--- src/rtl/twi_mon_pkg.sv ---
package twi_mon_pkg;
    typedef enum logic [1:0] {
        WM_OFF     = 2'b00,
        WM_THREE   = 2'b01,
        WM_TWO     = 2'b10,
        WM_TWO_OVF = 2'b11
    } wire_mode_t;

    typedef struct packed {
        logic start;
        logic stop;
        logic ovf;
    } flags_t;

    function automatic logic is_two_wire(wire_mode_t m);
        return m == WM_TWO || m == WM_TWO_OVF;
    endfunction
endpackage

--- src/rtl/twi_sync.sv ---
module twi_sync #(
    parameter int WIDTH  = 2,
    parameter int STAGES = 2
) (
    input  logic             clk,
    input  logic             rst_n,
    input  logic [WIDTH-1:0] d,
    output logic [WIDTH-1:0] q
);
    localparam logic [WIDTH-1:0] IDLE = '1;

    logic [WIDTH-1:0] stage_d [STAGES];
    logic [WIDTH-1:0] stage_q [STAGES];

    genvar g;
    generate
        for (g = 0; g < STAGES; g++) begin : g_stage
            if (g == 0) begin : g_first
                always_comb stage_d[g] = d;
            end else begin : g_rest
                always_comb stage_d[g] = stage_q[g-1];
            end

            always_ff @(posedge clk or negedge rst_n) begin
                if (!rst_n) stage_q[g] <= IDLE;
                else        stage_q[g] <= stage_d[g];
            end
        end
    endgenerate

    assign q = stage_q[STAGES-1];
endmodule

--- src/rtl/twi_cond_detect.sv ---
module twi_cond_detect (
    input  logic clk,
    input  logic rst_n,
    input  logic sda_s,
    input  logic scl_s,
    output logic start_ev,
    output logic stop_ev,
    output logic scl_edge
);
    typedef struct packed {
        logic sda;
        logic scl;
    } prev_t;

    prev_t prev_d, prev_q;

    always_comb begin
        prev_d.sda = sda_s;
        prev_d.scl = scl_s;
        start_ev   = prev_q.sda && !sda_s && prev_q.scl && scl_s;
        stop_ev    = !prev_q.sda && sda_s && prev_q.scl && scl_s;
        scl_edge   = prev_q.scl ^ scl_s;
    end

    always_ff @(posedge clk or negedge rst_n) begin
        if (!rst_n) prev_q <= '1;
        else        prev_q <= prev_d;
    end


    start_needs_scl_high_chk: assert property (@(posedge clk) disable iff (!rst_n)
        start_ev |-> scl_s && !scl_edge);
endmodule

--- src/rtl/twi_flags.sv ---
module twi_flags
    import twi_mon_pkg::*;
(
    input  logic       clk,
    input  logic       rst_n,
    input  wire_mode_t mode,
    input  logic       ext_clk_sel,
    input  logic       strobe_sel,
    input  logic       start_ev,
    input  logic       stop_ev,
    input  logic       scl_edge,
    input  logic       cnt_ovf,
    input  logic       start_clr,
    input  logic       stop_clr,
    input  logic       ovf_clr,
    output flags_t     flags
);
    flags_t flags_d, flags_q;
    logic   edge_mode, two_wire, start_set, stop_set;

    always_comb begin
        two_wire      = is_two_wire(mode);
        edge_mode     = !two_wire && ext_clk_sel && !strobe_sel;
        start_set     = (two_wire && start_ev) || (edge_mode && scl_edge);
        stop_set      = two_wire && stop_ev;
        flags_d.start = start_set || (flags_q.start && !start_clr);
        flags_d.stop  = stop_set  || (flags_q.stop  && !stop_clr);
        flags_d.ovf   = cnt_ovf   || (flags_q.ovf   && !ovf_clr);
    end

    always_ff @(posedge clk or negedge rst_n) begin
        if (!rst_n) flags_q <= '0;
        else        flags_q <= flags_d;
    end

    assign flags = flags_q;


    ovf_set_chk: assert property (@(posedge clk) disable iff (!rst_n)
        cnt_ovf |=> flags_q.ovf);


    stop_mode_chk: assert property (@(posedge clk) disable iff (!rst_n)
        $rose(flags_q.stop) |-> $past(two_wire));
endmodule

--- src/rtl/twi_bus_monitor.sv ---
module twi_bus_monitor
    import twi_mon_pkg::*;
#(
    parameter int SYNC_STAGES = 2
) (
    input  logic       clk,
    input  logic       rst_n,
    input  logic [1:0] wire_mode,
    input  logic       ext_clk_sel,
    input  logic       strobe_sel,
    input  logic       scl_in,
    input  logic       sda_in,
    input  logic       shift_msb,
    input  logic       cnt_ovf,
    input  logic       start_clr,
    input  logic       stop_clr,
    input  logic       ovf_clr,
    input  logic       start_ie,
    input  logic       ovf_ie,
    input  logic       sda_oe,
    input  logic       scl_oe,
    input  logic       port_sda,
    input  logic       port_scl,
    output logic       start_flag,
    output logic       stop_flag,
    output logic       ovf_flag,
    output logic       start_irq,
    output logic       ovf_irq,
    output logic       collision,
    output logic       sda_drive_low,
    output logic       scl_drive_low
);
    wire_mode_t mode;
    logic [1:0] lines_s;
    logic       sda_s, scl_s;
    logic       start_ev, stop_ev, scl_edge;
    logic       two_wire, hold;
    flags_t     flags;

    assign mode = wire_mode_t'(wire_mode);

    twi_sync #(.WIDTH(2), .STAGES(SYNC_STAGES)) sync_i (
        .clk   (clk),
        .rst_n (rst_n),
        .d     ({sda_in, scl_in}),
        .q     (lines_s)
    );

    assign sda_s = lines_s[1];
    assign scl_s = lines_s[0];

    twi_cond_detect det_i (
        .clk      (clk),
        .rst_n    (rst_n),
        .sda_s    (sda_s),
        .scl_s    (scl_s),
        .start_ev (start_ev),
        .stop_ev  (stop_ev),
        .scl_edge (scl_edge)
    );

    twi_flags flags_i (
        .clk         (clk),
        .rst_n       (rst_n),
        .mode        (mode),
        .ext_clk_sel (ext_clk_sel),
        .strobe_sel  (strobe_sel),
        .start_ev    (start_ev),
        .stop_ev     (stop_ev),
        .scl_edge    (scl_edge),
        .cnt_ovf     (cnt_ovf),
        .start_clr   (start_clr),
        .stop_clr    (stop_clr),
        .ovf_clr     (ovf_clr),
        .flags       (flags)
    );

    always_comb begin
        two_wire      = is_two_wire(mode);
        hold          = two_wire && (flags.start || (mode == WM_TWO_OVF && flags.ovf));
        scl_drive_low = two_wire && scl_oe && (!port_scl || hold);
        sda_drive_low = two_wire && sda_oe && (!shift_msb || !port_sda);
        collision     = two_wire && (shift_msb ^ sda_s);
        start_flag    = flags.start;
        stop_flag     = flags.stop;
        ovf_flag      = flags.ovf;
        start_irq     = flags.start && start_ie;
        ovf_irq       = flags.ovf && ovf_ie;
    end


    off_no_drive_chk: assert property (@(posedge clk) disable iff (!rst_n)
        wire_mode[1] == 1'b0 |-> !scl_drive_low && !sda_drive_low && !collision);


    start_hold_chk: assert property (@(posedge clk) disable iff (!rst_n)
        (wire_mode[1] && scl_oe && start_flag) |-> scl_drive_low);


    ovf_hold_chk: assert property (@(posedge clk) disable iff (!rst_n)
        (wire_mode == 2'b11 && scl_oe && ovf_flag) |-> scl_drive_low);


    irq_pending_chk: assert property (@(posedge clk) disable iff (!rst_n)
        (start_flag && start_ie) |-> start_irq);
endmodule

--- config.mk ---
export PLATFORM = sky130hd
export DESIGN_NAME = twi_bus_monitor
export DESIGN_NICKNAME = d
export VERILOG_FILES = /design/src/rtl/twi_mon_pkg.sv /design/src/rtl/twi_sync.sv /design/src/rtl/twi_cond_detect.sv /design/src/rtl/twi_flags.sv /design/src/rtl/twi_bus_monitor.sv
export SDC_FILE = /design/constraint.sdc
export NUM_CORES = 1
export LEC_CHECK = 0
export BUFFER_PORTS_ARGS = -buffer_cell sky130_fd_sc_hd__buf_2
export CORE_AREA = 5 5 42 44
export CTS_BUF_LIST = sky130_fd_sc_hd__clkbuf_2 sky130_fd_sc_hd__clkbuf_4 sky130_fd_sc_hd__clkbuf_8
export DETAILED_ROUTE_END_ITERATION = 8
export DIE_AREA = 0 0 47 49
export GPL_ROUTABILITY_DRIVEN = 0
export PLACE_DENSITY_LB_ADDON = 0.2
export SETUP_SLACK_MARGIN = 0.2
export SLEW_MARGIN = 20
export SYNTH_ARGS = -nofsm -noshare
export SYNTH_HDL_FRONTEND = slang
export SYNTH_HIERARCHICAL = 1
export SYNTH_SLANG_ARGS = --single-unit
export TNS_END_PERCENT = 20
--- constraint.sdc ---
create_clock -name clk -period 1.1 [get_ports clk]
set_input_delay 0.165 -clock clk [delete_from_list [all_inputs] [get_ports clk]]
set_output_delay 0.165 -clock clk [all_outputs]
set_load 0.05 [all_outputs]
==> results.yml <==
outcome:
  status: "complete, but fails checks"
  violations: "negative setup slack"
yosys:
  ys_ff_latch: 9
  synth_warnings: 6
  syn-mean-instance-area_um2: 12.14
  synthesis.area_um2: 364.1
  synth_seq_area_share_pct: 63.92
  synthCells: 30
  postSynthNetCount: 49
  ys_types: 13
grt:
  grt_max_degree: 10
  antenna_found_initial: 0
  grt_use_total_pct: 6.615
  grt_pass1_wl_mm: 1.083
  overflow: 0
  grt_pass1_vias: 295
power_and_ir_drop:
  net-switching-power_uw: 225.4
  p_seq_share_pct: 44.0
  ir_drop_uv: 722.6
  p_per_area_mw_per_mm2: 1263
  p_leak_nw: 0.3350
  p_clk_share_pct: 31.1
  p_int_uw: 619.8
  switching_share_pct: 26.67
  power_frac_comb_pct: 24.9
clocking:
  htreeDepth: 1
  clockBufferDepth: 2
  cts_buffers: 3
  clkTransAtPathRegs_ns: 0.05
  cts_root_buf: "clkbuf_4"
  clock_sinks: 9
  clock_latency_ns: 0.25
  cts_tree: "done"
route:
  wire_per_inst_um: 9.598
  drc_errors: 0
  num_vias: 337
  drtPass1Iterations: 1
  via_per_inst: 4.110
  totalWireLength_um: 787
  drtIter0Drc: 0
  drtAntennaViolNets: 0
cells_and_area:
  drive_above_1_share_pct: 72.73
  areaGrowthSynthToFinish_pct: 83.85
  num_antenna_cells: 0
  nets: 86
  final_cell_mix: "buf_2 (18), dfstp_2 (6), clkbuf_4 (5), buf_6 (5), buf_4 (4)"
  final_common_cell: "buf_2"
  stdcell_area_um2: 669.4
  nFillCells: 137
critical_path:
  worst-setup-path-type: "flip-flop to primary output"
  reg2regPathDepth: 3
  worstReg2RegStart: "sync_i/q[1]"
  startpoint_type: "flip-flop"
  arrival_ns: 1.20
  r2r_end: "flags_i/flags[2]"
  max_stage_delay_ns: 0.53
  crit_fanout: 2
  required_ns: 0.94
  cp-startpoint: "sync_i/q[1]"
  crit_end: "collision"
  worst-path-buf-inv: 1
  r2r_setup_slack_ns: -0.18
  crit_family: "flip-flops"
  cp_slowest_cell: "dfstp_2"
  path_cells: "xor2_1, and2_4, buf_8"
  path_depth: 3
  critPathCaptureType: "primary output"
placement:
  dp_slack_ns: -0.1164
  placed_cell_area_um2: 544.3
  dpl.hpwl_um: 632.8
  io_buffer_count: 26
timing:
  rsz0062_at_grt: "true"
  relSlewSlack_pct: 82.99
  max_freq_ghz: 0.7318
  tightest_slew_ns: 0.2517
  finalHoldViolCount: 0
  finalHoldWorstSlack_ns: 0.08322
  period_share_pct: 124.2
  slew_violations: 0
  setup_violations: 6
  fin_ws_ns: -0.2664
  timing.final.crit_period_ns: 1.366
  finClkSkew_ns: 0.001661
floorplan:
  row_count: 14
  die-area_mm2: 0.002303
  die_h_um: 49
  fp.dieW_um: 47
  initial_core_util_pct: 25.98
  coreArea_mm2: 0.001401
  ios: 27
hold_path:
  min_from: "stop_clr"
  hp-class: "input pin to flip-flop"
job:
  maxCapViolCount: 0
[cells in the mapped netlist]
cell type,count,share of area (%)
nor4bb_1,1,2.7
a221o_2,1,3.1
a21oi_1,1,1.4
dfstp_2,6,43
o21ai_0,1,1.4
dfrtp_1,3,21
xor2_1,2,4.8
a21o_1,1,2.1
nand2_1,4,4.1
inv_1,4,4.1
and4b_1,2,5.5
a31oi_1,1,1.7
and2_1,3,5.2
[through the flow]
step	setup TNS (ns)	cells	total power, mW	util, %
final	-0.5982	82	0.8452	47.77
after global routing	-0.8773	82	0.8975	47.77
after CTS	-0.6736	81	0.8590	46.88
after detailed placement	-0.2111	73	0.5454	38.84
after global placement	-0.2005	73	0.5431	38.84
after floorplan	-0.2175	30	0.4791	-
[area by class of cell]
| cell class | count | area (µm²) | area share (%) |
|---|---|---|---|
| Multi-Input combinational cell | 17 | 140.1 | 20.93 |
| Tap cell | 16 | 20.02 | 2.991 |
| Inverter | 4 | 15.01 | 2.243 |
| Sequential cell | 9 | 235.2 | 35.14 |
| Clock buffer | 4 | 30.03 | 4.486 |
| Timing Repair Buffer | 32 | 229.0 | 34.21 |
[kinds of logic after synthesis]
logic type,after synthesis,synth area share [%]
xor+xnor,2,4.812
simple gates,10,17.53
flops,9,63.92
buf+inv,4,4.123
compound gates,5,9.621
[power by group through the flow]
| stage | clock (mW) | combinational (mW) | sequential, mW |
|---|---|---|---|
| final | 0.262 | 0.211 | 0.372 |
| after CTS | 0.278 | 0.209 | 0.372 |
| after floorplan | 0 | 0.0773 | 0.402 |
| after global routing | 0.300 | 0.223 | 0.375 |
| after detailed placement | 0 | 0.168 | 0.378 |
| after global placement | 0 | 0.166 | 0.377 |
[layer usage]
metal  part of all wire (%)  vias up  global-route usage, %  wire length (µm)
met3                     11        0                  3.321                83
met1                     37      150                  6.576               294
met4                      0        0                  4.147                 0
met2                     52       14                  10.41               409
li1                       -      173                      -                 -
met5                      0        -                      0                 0
[worst min path at each step]
stage / cells after the start / slack [ns] / to
final: 2 / 0.08 / flags_i/flags[1]
after global routing: 2 / 0.06 / flags_i/flags[1]
after CTS: 1 / 0.002 / sync_i/stage_d[1]
after detailed placement: 1 / 0.02 / flags_i/flags[1]
after global placement: 1 / 0.02 / flags_i/flags[1]
after floorplan: 0 / -0.13 / flags_i/flags[0]
[registers in the layout, indices dropped and copies added, names as in the netlist]
register and count:
flags_i/flags 3, sync_i/stage_d 2, det_i/prev_q 2, sync_i/q 2
[repair_timing]
item / 4_1_cts / 5_1_grt
resized for setup: 18 / 1
setup buffers: 2 / 0
setup endpoints to repair: 10 / 10
endpoints found under the hold margin: 10 / 1
pin swaps: 4 / 1
hold buffers: 2 / 1
Note: power is estimated with default switching activity, not from simulation.
